--- src/rtl/adc_scan_pkg.sv ---
package adc_scan_pkg;
  localparam int FRAME_W   = 16;
  localparam int CH_W      = 3;
  localparam int START_BIT = 8;
  localparam int MODE_BIT  = 7;
  localparam int CH_LSB    = 4;

  typedef enum logic [1:0] {
    ST_IDLE,
    ST_SETUP,
    ST_SHIFT,
    ST_GAP
  } scan_st_e;
endpackage

--- src/rtl/adc_spi_shifter.sv ---
module adc_spi_shifter #(
  parameter int FRAME_W = 16,
  parameter int SCK_DIV = 4
) (
  input  logic               clk_i,
  input  logic               rst_ni,
  input  logic               start_i,
  input  logic [FRAME_W-1:0] tx_i,
  input  logic               miso_i,
  output logic               sck_o,
  output logic               mosi_o,
  output logic               done_o,
  output logic [FRAME_W-1:0] rx_o
);
  localparam int PH_W  = $clog2(SCK_DIV);
  localparam int BIT_W = $clog2(FRAME_W);
  localparam logic [PH_W-1:0]  PH_SAMPLE = PH_W'(SCK_DIV/2 - 1);
  localparam logic [PH_W-1:0]  PH_HALF   = PH_W'(SCK_DIV/2);
  localparam logic [PH_W-1:0]  PH_LAST   = PH_W'(SCK_DIV - 1);
  localparam logic [BIT_W-1:0] BIT_LAST  = BIT_W'(FRAME_W - 1);

  logic               busy_q;
  logic [PH_W-1:0]    ph_q;
  logic [BIT_W-1:0]   bit_q;
  logic [FRAME_W-1:0] tx_q, rx_q;
  logic               done_q;

  always_ff @(posedge clk_i or negedge rst_ni) begin
    if (!rst_ni) begin
      busy_q <= 1'b0;
      ph_q   <= '0;
      bit_q  <= '0;
      tx_q   <= '0;
      rx_q   <= '0;
      done_q <= 1'b0;
    end else begin
      done_q <= 1'b0;
      if (start_i && !busy_q) begin
        busy_q <= 1'b1;
        ph_q   <= '0;
        bit_q  <= '0;
        tx_q   <= tx_i;
      end else if (busy_q) begin
        ph_q <= (ph_q == PH_LAST) ? '0 : ph_q + 1'b1;
        // rising SCK follows this edge: sample here
        if (ph_q == PH_SAMPLE) rx_q <= {rx_q[FRAME_W-2:0], miso_i};
        // falling SCK follows this edge: advance MOSI here
        if (ph_q == PH_LAST) begin
          if (bit_q == BIT_LAST) begin
            busy_q <= 1'b0;
            done_q <= 1'b1;
          end else begin
            bit_q <= bit_q + 1'b1;
            tx_q  <= {tx_q[FRAME_W-2:0], 1'b0};
          end
        end
      end
    end
  end

  assign sck_o  = busy_q && (ph_q >= PH_HALF);
  assign mosi_o = busy_q && tx_q[FRAME_W-1];
  assign done_o = done_q;
  assign rx_o   = rx_q;
endmodule

--- src/rtl/adc_scan_seq.sv ---
module adc_scan_seq
  import adc_scan_pkg::*;
#(
  parameter int CS_SETUP   = 13,
  parameter int GAP_CYCLES = 25
) (
  input  logic               clk_i,
  input  logic               rst_ni,
  input  logic               en_i,
  input  logic               done_i,
  output logic               start_o,
  output logic [FRAME_W-1:0] cmd_o,
  output logic               cs_no,
  output logic               store_o,
  output logic [CH_W-1:0]    ch_o
);
  localparam int MAXC  = (CS_SETUP > GAP_CYCLES) ? CS_SETUP : GAP_CYCLES;
  localparam int CNT_W = $clog2(MAXC + 1);
  localparam logic [CNT_W-1:0] SETUP_LAST = CNT_W'(CS_SETUP - 1);
  localparam logic [CNT_W-1:0] GAP_LAST   = CNT_W'(GAP_CYCLES - 1);

  scan_st_e         st_q;
  logic [CNT_W-1:0] cnt_q;
  logic [CH_W-1:0]  ch_q;
  logic             cs_q;

  assign start_o = (st_q == ST_SETUP) && (cnt_q == SETUP_LAST);
  assign store_o = (st_q == ST_SHIFT) && done_i;
  assign cs_no   = cs_q;
  assign ch_o    = ch_q;

  always_comb begin
    cmd_o                    = '0;
    cmd_o[START_BIT]         = 1'b1;
    cmd_o[MODE_BIT]          = 1'b0;
    cmd_o[CH_LSB +: CH_W]    = ch_q;
  end

  always_ff @(posedge clk_i or negedge rst_ni) begin
    if (!rst_ni) begin
      st_q  <= ST_IDLE;
      cnt_q <= '0;
      ch_q  <= '0;
      cs_q  <= 1'b1;
    end else begin
      unique case (st_q)
        ST_IDLE: if (en_i) begin
          st_q  <= ST_SETUP;
          cnt_q <= '0;
          cs_q  <= 1'b0;
        end
        ST_SETUP: begin
          cnt_q <= cnt_q + 1'b1;
          if (cnt_q == SETUP_LAST) st_q <= ST_SHIFT;
        end
        ST_SHIFT: if (done_i) begin
          st_q  <= ST_GAP;
          cnt_q <= '0;
          cs_q  <= 1'b1;
          ch_q  <= ch_q + 1'b1;   // power-of-two channel count wraps
        end
        ST_GAP: begin
          cnt_q <= cnt_q + 1'b1;
          if (cnt_q == GAP_LAST) begin
            cnt_q <= '0;
            if (en_i) begin
              st_q <= ST_SETUP;
              cs_q <= 1'b0;
            end else begin
              st_q <= ST_IDLE;
            end
          end
        end
        default: st_q <= ST_IDLE;
      endcase
    end
  end
endmodule

--- src/rtl/adc_result_bank.sv ---
module adc_result_bank
  import adc_scan_pkg::*;
#(
  parameter int DATA_W = 10
) (
  input  logic               clk_i,
  input  logic               rst_ni,
  input  logic               wr_en_i,
  input  logic [CH_W-1:0]    wr_ch_i,
  input  logic [FRAME_W-1:0] wr_word_i,
  input  logic [CH_W-1:0]    rd_ch_i,
  output logic [FRAME_W-1:0] rd_data_o
);
  localparam int N_CH = 1 << CH_W;
  localparam logic [FRAME_W-1:0] KEEP = FRAME_W'((1 << DATA_W) - 1);

  logic [FRAME_W-1:0] res_q [N_CH];

  for (genvar g = 0; g < N_CH; g++) begin : g_res
    always_ff @(posedge clk_i or negedge rst_ni) begin
      if (!rst_ni)                                  res_q[g] <= '1;
      else if (wr_en_i && (wr_ch_i == CH_W'(g)))    res_q[g] <= wr_word_i & KEEP;
    end
  end

  assign rd_data_o = res_q[rd_ch_i];
endmodule

--- src/rtl/adc_scanner.sv ---
module adc_scanner
  import adc_scan_pkg::*;
#(
  parameter int DATA_W     = 10,
  parameter int SCK_DIV    = 4,
  parameter int CS_SETUP   = 13,
  parameter int GAP_CYCLES = 25
) (
  input  logic               clk_i,
  input  logic               rst_ni,
  input  logic               en_i,
  output logic               sck_o,
  output logic               mosi_o,
  input  logic               miso_i,
  output logic               cs_no,
  input  logic [CH_W-1:0]    rd_ch_i,
  output logic [FRAME_W-1:0] rd_data_o,
  output logic               vld_o,
  output logic [CH_W-1:0]    vld_ch_o
);
  logic               start, done, store;
  logic [FRAME_W-1:0] cmd, rx;
  logic [CH_W-1:0]    ch;
  logic               vld_q;
  logic [CH_W-1:0]    vld_ch_q;

  adc_scan_seq #(.CS_SETUP(CS_SETUP), .GAP_CYCLES(GAP_CYCLES)) u_seq (
    .clk_i, .rst_ni, .en_i,
    .done_i(done), .start_o(start), .cmd_o(cmd),
    .cs_no, .store_o(store), .ch_o(ch)
  );

  adc_spi_shifter #(.FRAME_W(FRAME_W), .SCK_DIV(SCK_DIV)) u_spi (
    .clk_i, .rst_ni,
    .start_i(start), .tx_i(cmd), .miso_i,
    .sck_o, .mosi_o, .done_o(done), .rx_o(rx)
  );

  adc_result_bank #(.DATA_W(DATA_W)) u_bank (
    .clk_i, .rst_ni,
    .wr_en_i(store), .wr_ch_i(ch), .wr_word_i(rx),
    .rd_ch_i, .rd_data_o
  );

  always_ff @(posedge clk_i or negedge rst_ni) begin
    if (!rst_ni) begin
      vld_q    <= 1'b0;
      vld_ch_q <= '0;
    end else begin
      vld_q    <= store;
      vld_ch_q <= ch;
    end
  end

  assign vld_o    = vld_q;
  assign vld_ch_o = vld_ch_q;
endmodule

--- config.mk ---
export PLATFORM = sky130hd
export DESIGN_NAME = adc_scanner
export DESIGN_NICKNAME = d
export VERILOG_FILES = /design/src/rtl/adc_scan_pkg.sv /design/src/rtl/adc_spi_shifter.sv /design/src/rtl/adc_scan_seq.sv /design/src/rtl/adc_result_bank.sv /design/src/rtl/adc_scanner.sv
export SDC_FILE = /design/constraint.sdc
export NUM_CORES = 1
export LEC_CHECK = 0
export BUFFER_PORTS_ARGS = -buffer_cell sky130_fd_sc_hd__buf_2
export CAP_MARGIN = 20
export CORE_UTILIZATION = 40
export CTS_BUF_LIST = sky130_fd_sc_hd__clkbuf_16
export CTS_CLUSTER_DIAMETER = 30
export DETAILED_ROUTE_END_ITERATION = 10
export GPL_TIMING_DRIVEN = 0
export PLACE_DENSITY = 0.69
export SLEW_MARGIN = 40
export SYNTH_ARGS = -nofsm -noshare
export SYNTH_HDL_FRONTEND = slang
export SYNTH_SLANG_ARGS = --single-unit
--- constraint.sdc ---
create_clock -name clk_i -period 1.7 [get_ports clk_i]
set_input_delay 0.34 -clock clk_i [delete_from_list [all_inputs] [get_ports clk_i]]
set_output_delay 0.34 -clock clk_i [all_outputs]
set_load 0.01 [all_outputs]
; Yosys cells after proc, flatten, opt, wreduce, memory -nomap -nowiden
; Cells that the tools add are included.
[word_totals]
register_bits = 177
latch_bits = 0
ram_bits = 0
rom_bits = 0
wordCells = 109
memories = 0
[op_classes]
add_sub_neg = 4
multipliers = 0
div_mod_pow = 0
order_cmp = 2
eq_ne = 20
shift = 0
muxes = 36
bitwise = 2
reduce_logical = 25
[op_table]
columns = op, count
row1 = $mux W16, 6
row2 = $bmux W16 S3, 1
row3 = $pmux W5 S4, 1
row4 = $mux W4, 4
row5 = $mux W5, 3
row6 = $mux W2, 7
row7 = $logic_and A1 B1 Y1, 13
row8 = $eq A3 B3 Y1 const B, 4
row9 = $mux W1, 12
row10 = $reduce_and A3 Y1, 3
row11 = $pmux W2 S4, 1
row12 = $eq A2 B2 Y1 const B, 3
row13 = $eq A3 B2 Y1 const B, 2
row14 = $ne A2 B1 Y1 const B, 3
row15 = $add A5 B1 Y5 const B, 1
row16 = $eq A5 B4 Y1 const B, 1
row17 = $eq A5 B5 Y1 const B, 1
row18 = $add A4 B1 Y4 const B, 1
row19 = $eq A2 B1 Y1 const B, 2
row20 = $eq A4 B4 Y1 const B, 1
row21 = $ge A4 B4 Y1 const B, 1
row22 = $ne A2 B2 Y1 const B, 2
row23 = $not A3 Y4, 1
row24 = $reduce_and A2 Y1, 2
row25 = 12 further kinds, 13

; Longest topological paths before layout
[logic_depth]
word_depth = 5
depth_mapped = 7

; Modules after synthesis
; A second synthesis with hierarchy kept.
[hier_totals]
hier_cells = 453
area_unflattened_um2 = 6817.8
[modules_own_cells]
columns = mod, n_inst, cells_each, area_each_um2, seq_area_each_um2
row1 = adc_result_bank, 1, 235, 4157.7, 2312.2
row2 = adc_spi_shifter, 1, 133, 1759.2, 1001.0
row3 = adc_scan_seq, 1, 81, 800.8, 276.5
row4 = adc_scanner, 1, 4, 100.1, 100.1

; Least setup slack after synthesis
; OpenSTA, ideal clock, no wires.
[synth_path]
path_kind = input -> output
startpoint = input rd_ch_i[0]
endpoint = output rd_data_o[11]
arrival_time_ns = 1.489
required_time_ns = 1.360
setup_slack_ns = -0.129
path_stages = 4
n_path_buf = 2
path_cell_list = buf_6 > mux4_1 > mux2_2 > buf_4
[synth_between]
elab_chain_len = 4
[synth_lines]
columns = item, line
row1 = from (decl), adc_scanner.sv:16  ; input logic [CH_W-1:0] rd_ch_i,
row2 = $not A3 Y4 (not written as such), adc_result_bank.sv:26  ; assign rd_data_o = res_q[rd_ch_i];
row3 = $bmux W16 S3, adc_result_bank.sv:26
row4 = $mux W16 (not written as such) (2 in a row), adc_result_bank.sv:26
row5 = to (decl), adc_scanner.sv:17  ; output logic [FRAME_W-1:0] rd_data_o,
; Every way passes these cells. The select of a mux whose other input is x is not followed.

==> flow_metrics.env <==
export IMPL_insertion_delay_ns=0.41
export IMPL_startpoint_type="flip-flop"
export IMPL_drtIter0Drc=208
export IMPL_swShare=0.247
export IMPL_slowest_stage="mux4_2"
export IMPL_io_pins=30
export IMPL_area_growth_pct=22.0
export IMPL_syn_nets=461
export IMPL_vias_per_cell=5.11
export IMPL_p_sw_mw=1.90
export IMPL_setup_tns_ns=-5.39
export IMPL_drv_slew=0
export IMPL_crit_chain="mux4_2 > mux2_4 > buf_6 > buf_6"
export IMPL_hold_class="input port to flip-flop"
export IMPL_vias=3699
export IMPL_required_ns=1.36
export IMPL_fmax_mhz=469
export IMPL_layout_nets=524
export IMPL_ff2ff_path_depth=6
export IMPL_hold_depth=2
export IMPL_violations="setup timing"
export IMPL_grt_pass1_vias=3983
export IMPL_hold_viol_final=0
export IMPL_clockBufferDepth=2
export IMPL_power_frac_comb=0.130
export IMPL_grt_max_degree=74
export IMPL_dp_cells=679
export IMPL_peakVddDrop_uv=962
export IMPL_seqPwrFrac=0.428
export IMPL_cts_sinks=133
export IMPL_p_leak_nw=3.35
export IMPL_drive_above_1_share=0.643
export IMPL_tightest_slew_ns=0.622
export IMPL_antenna_found_initial=0
export IMPL_dieArea_um2=16200
export IMPL_setup_slack_ns=-0.434
export IMPL_intPower_mw=5.80
export IMPL_final_cells=724
export IMPL_grt_pass1_wl_um=20600
export IMPL_syn_area_per_cell_um2=14.3
export IMPL_setup_viol=16
export IMPL_path_clk_slew_ns=0.06
export IMPL_async_reset_ff_frac=1.00
export IMPL_synth_warnings=0
export IMPL_cpMostUsedCell="buf_6"
export IMPL_post_dp_hpwl_um=7830
export IMPL_yosys_cell_count_top_type="mux2_2"
export IMPL_yosysTopAreaCell="dfstp_2"
export IMPL_worst_path_stages=4
export IMPL_die_h_um=127
export IMPL_first_pass_iters=4
export IMPL_powerDensity_nw_per_um2=1010
export IMPL_finalClockSkew_ns=0.00576
export IMPL_num_fill_cells=1285
export IMPL_synth_edf_count=0
export IMPL_synth_seq_cells=133
export IMPL_crit_type="flip-flop to output pin"
export IMPL_tritoncts="yes"
export IMPL_cts_root_buf="clkbuf_16"
export IMPL_synth_seq_area_share=0.549
export IMPL_overflow=0
export IMPL_syn_inst=437
export IMPL_routabilityCongestion=0.805
export IMPL_critical_path_arrival_ns=1.79
export IMPL_rows=45
export IMPL_htreeDepth=4
export IMPL_crit_buf_inv=2
export IMPL_worst_path_max_fanout=6
export IMPL_drcViolationCount=0
export IMPL_synth_top_area_share=0.374
export IMPL_fin_crit_sh=1.26
export IMPL_initial_core_util=0.410
export IMPL_wl_um=12800
export IMPL_diodes=0
export IMPL_relSlewSlack=0.585
export IMPL_ant_nets=0
export IMPL_cts_made_buffers=17
export IMPL_synth_main_ff_cell="dfstp_2"
export IMPL_endpoint_kind="output pin"
export IMPL_yosys_top_cells_area="dfstp_2 37%, mux2_2 18%, dfrtp_1 18%"
export IMPL_fp_dieW_um=127
export IMPL_pre_cts_slack_ns=-0.449
export IMPL_avgRoutedWirePerCell_um=17.7
export IMPL_syn_area_um2=6260
export IMPL_fin_crit_ns=2.13
export IMPL_fp_coreArea_um2=15300
export IMPL_drv_cap=0
export IMPL_crit_family="multiplexers"
export IMPL_clkPwrFrac=0.442
export IMPL_outcome="finished with violations"
export IMPL_ys_types=44
export IMPL_cp_slowest_stage_delay_ns=0.47
export IMPL_rsz0062_at_grt="true"
export IMPL_synthTopCellsByCount="101 x mux2_2, 89 x dfstp_2, 44 x dfrtp_1, 33 x nand2_1, 20 x mux4_1"
export IMPL_io_buffers=29
export IMPL_grtUsageTotal=0.169
==> final cells by class <==
class,instances,area [um^2],share of cell area
multi-input combinational,257,2660,0.348
inverter,14,55.1,0.00721
timing repair buffer,45,413,0.0541
tap,211,264,0.0346
clock inverter,15,121,0.0159
clock buffer,17,425,0.0557
sequential,133,3440,0.451
buffer,32,256,0.0336
==> cells in the final DEF (no fill, tap or decap), types with 10 or more instances in the layout <==
cell type,n
clkbuf_16,17
inv_1,10
a21oi_1,12
buf_6,31
buf_4,13
mux2_2,90
ha_1,12
mux4_2,22
buf_2,17
mux2_4,11
nand2_1,26
dfrtp_1,43
dfstp_2,89
==> kinds of logic (layout without fill, tap and decap cells) <==
kind of cell | count (synthesis) | count (layout) | share of synthesized area
buffers and inverters | 47 | 123 | 0.0370
DFF | 133 | 133 | 0.549
and+or+nand+nor | 75 | 75 | 0.0600
xor gates and xnor gates | 4 | 4 | 0.00560
AOI/OAI and AO/OA | 35 | 35 | 0.0364
muxes | 126 | 126 | 0.278
adders and majority gates | 17 | 17 | 0.0340
==> routing by layer <==
| layer | up-vias | global-route usage | wire length, um |
|---|---|---|---|
| met5 | - | 0 | 0 |
| met4 | 0 | 0.0644 | 156 |
| met3 | 13 | 0.0364 | 378 |
| met2 | 69 | 0.287 | 6460 |
| met1 | 1937 | 0.211 | 5820 |
| li1 | 1680 | - | - |
==> power groups by stage <==
stage / clock, mW / combinational [mW] / sequential [mW]
global route: 3.63 / 1.11 / 3.30
detailed placement: 0 / 0.723 / 3.34
finish: 3.40 / 1.00 / 3.30
floorplan: 0 / 0.507 / 3.33
global placement: 0 / 0.664 / 3.33
CTS: 3.49 / 0.814 / 3.28
==> metrics by stage <==
| stage | utilization | power [mW] | area [um^2] | hold slack (ns) |
|---|---|---|---|---|
| 3_3_place_gp | 0.438 | 4.00 | 6690 | 0.459 |
| 2_1_floorplan | - | 3.83 | 6280 | 0.0444 |
| 3_5_place_dp | 0.441 | 4.06 | 6730 | 0.359 |
| 4_1_cts | 0.489 | 7.59 | 7460 | 0.174 |
| 6_report | 0.500 | 7.71 | 7630 | 0.193 |
| 5_1_grt | 0.500 | 8.03 | 7630 | 0.180 |
==> sequential cells by signal, summed over array words and instances (netlist names), 2 cells and up <==
register      count
vld_ch_o          3
u_seq.cnt_q       5
u_seq.ch_o        3
u_seq.st_q        2
u_spi.ph_q        2
u_bank.res_q     88
u_spi.bit_q       4
u_spi.rx_o       10
u_spi.tx_q       12
==> worst paths after layout <==
| check | endpoint | from | slack [ns] |
|---|---|---|---|
| max reg2reg | u_seq.st_q[0] | u_seq.cnt_q[0] | 0.01 |
| max in group asynchronous | u_bank.res_q[99] | rst_ni | 0.47 |
| min in group asynchronous | vld_ch_o[2] | rst_ni | 0.51 |
| min | u_spi.rx_o[0] | miso_i | 0.19 |
| max | rd_data_o[12] | u_bank.res_q[14] | -0.43 |
| min reg2reg | vld_ch_o[1] | u_seq.ch_o[1] | 0.48 |
==> repair_timing <==
| action | 4_1_cts | 5_1_grt |
|---|---|---|
| resized for setup | 48 | 56 |
| hold endpoints to repair | 13 | 0 |
| cloned | 1 | 2 |
| setup buffers | 4 | 6 |
| setup endpoints to repair | 100 | 80 |
| pin swaps | 2 | 7 |
| hold buffers | 1 | 0 |
Note: power is estimated with default switching activity, not from simulation.
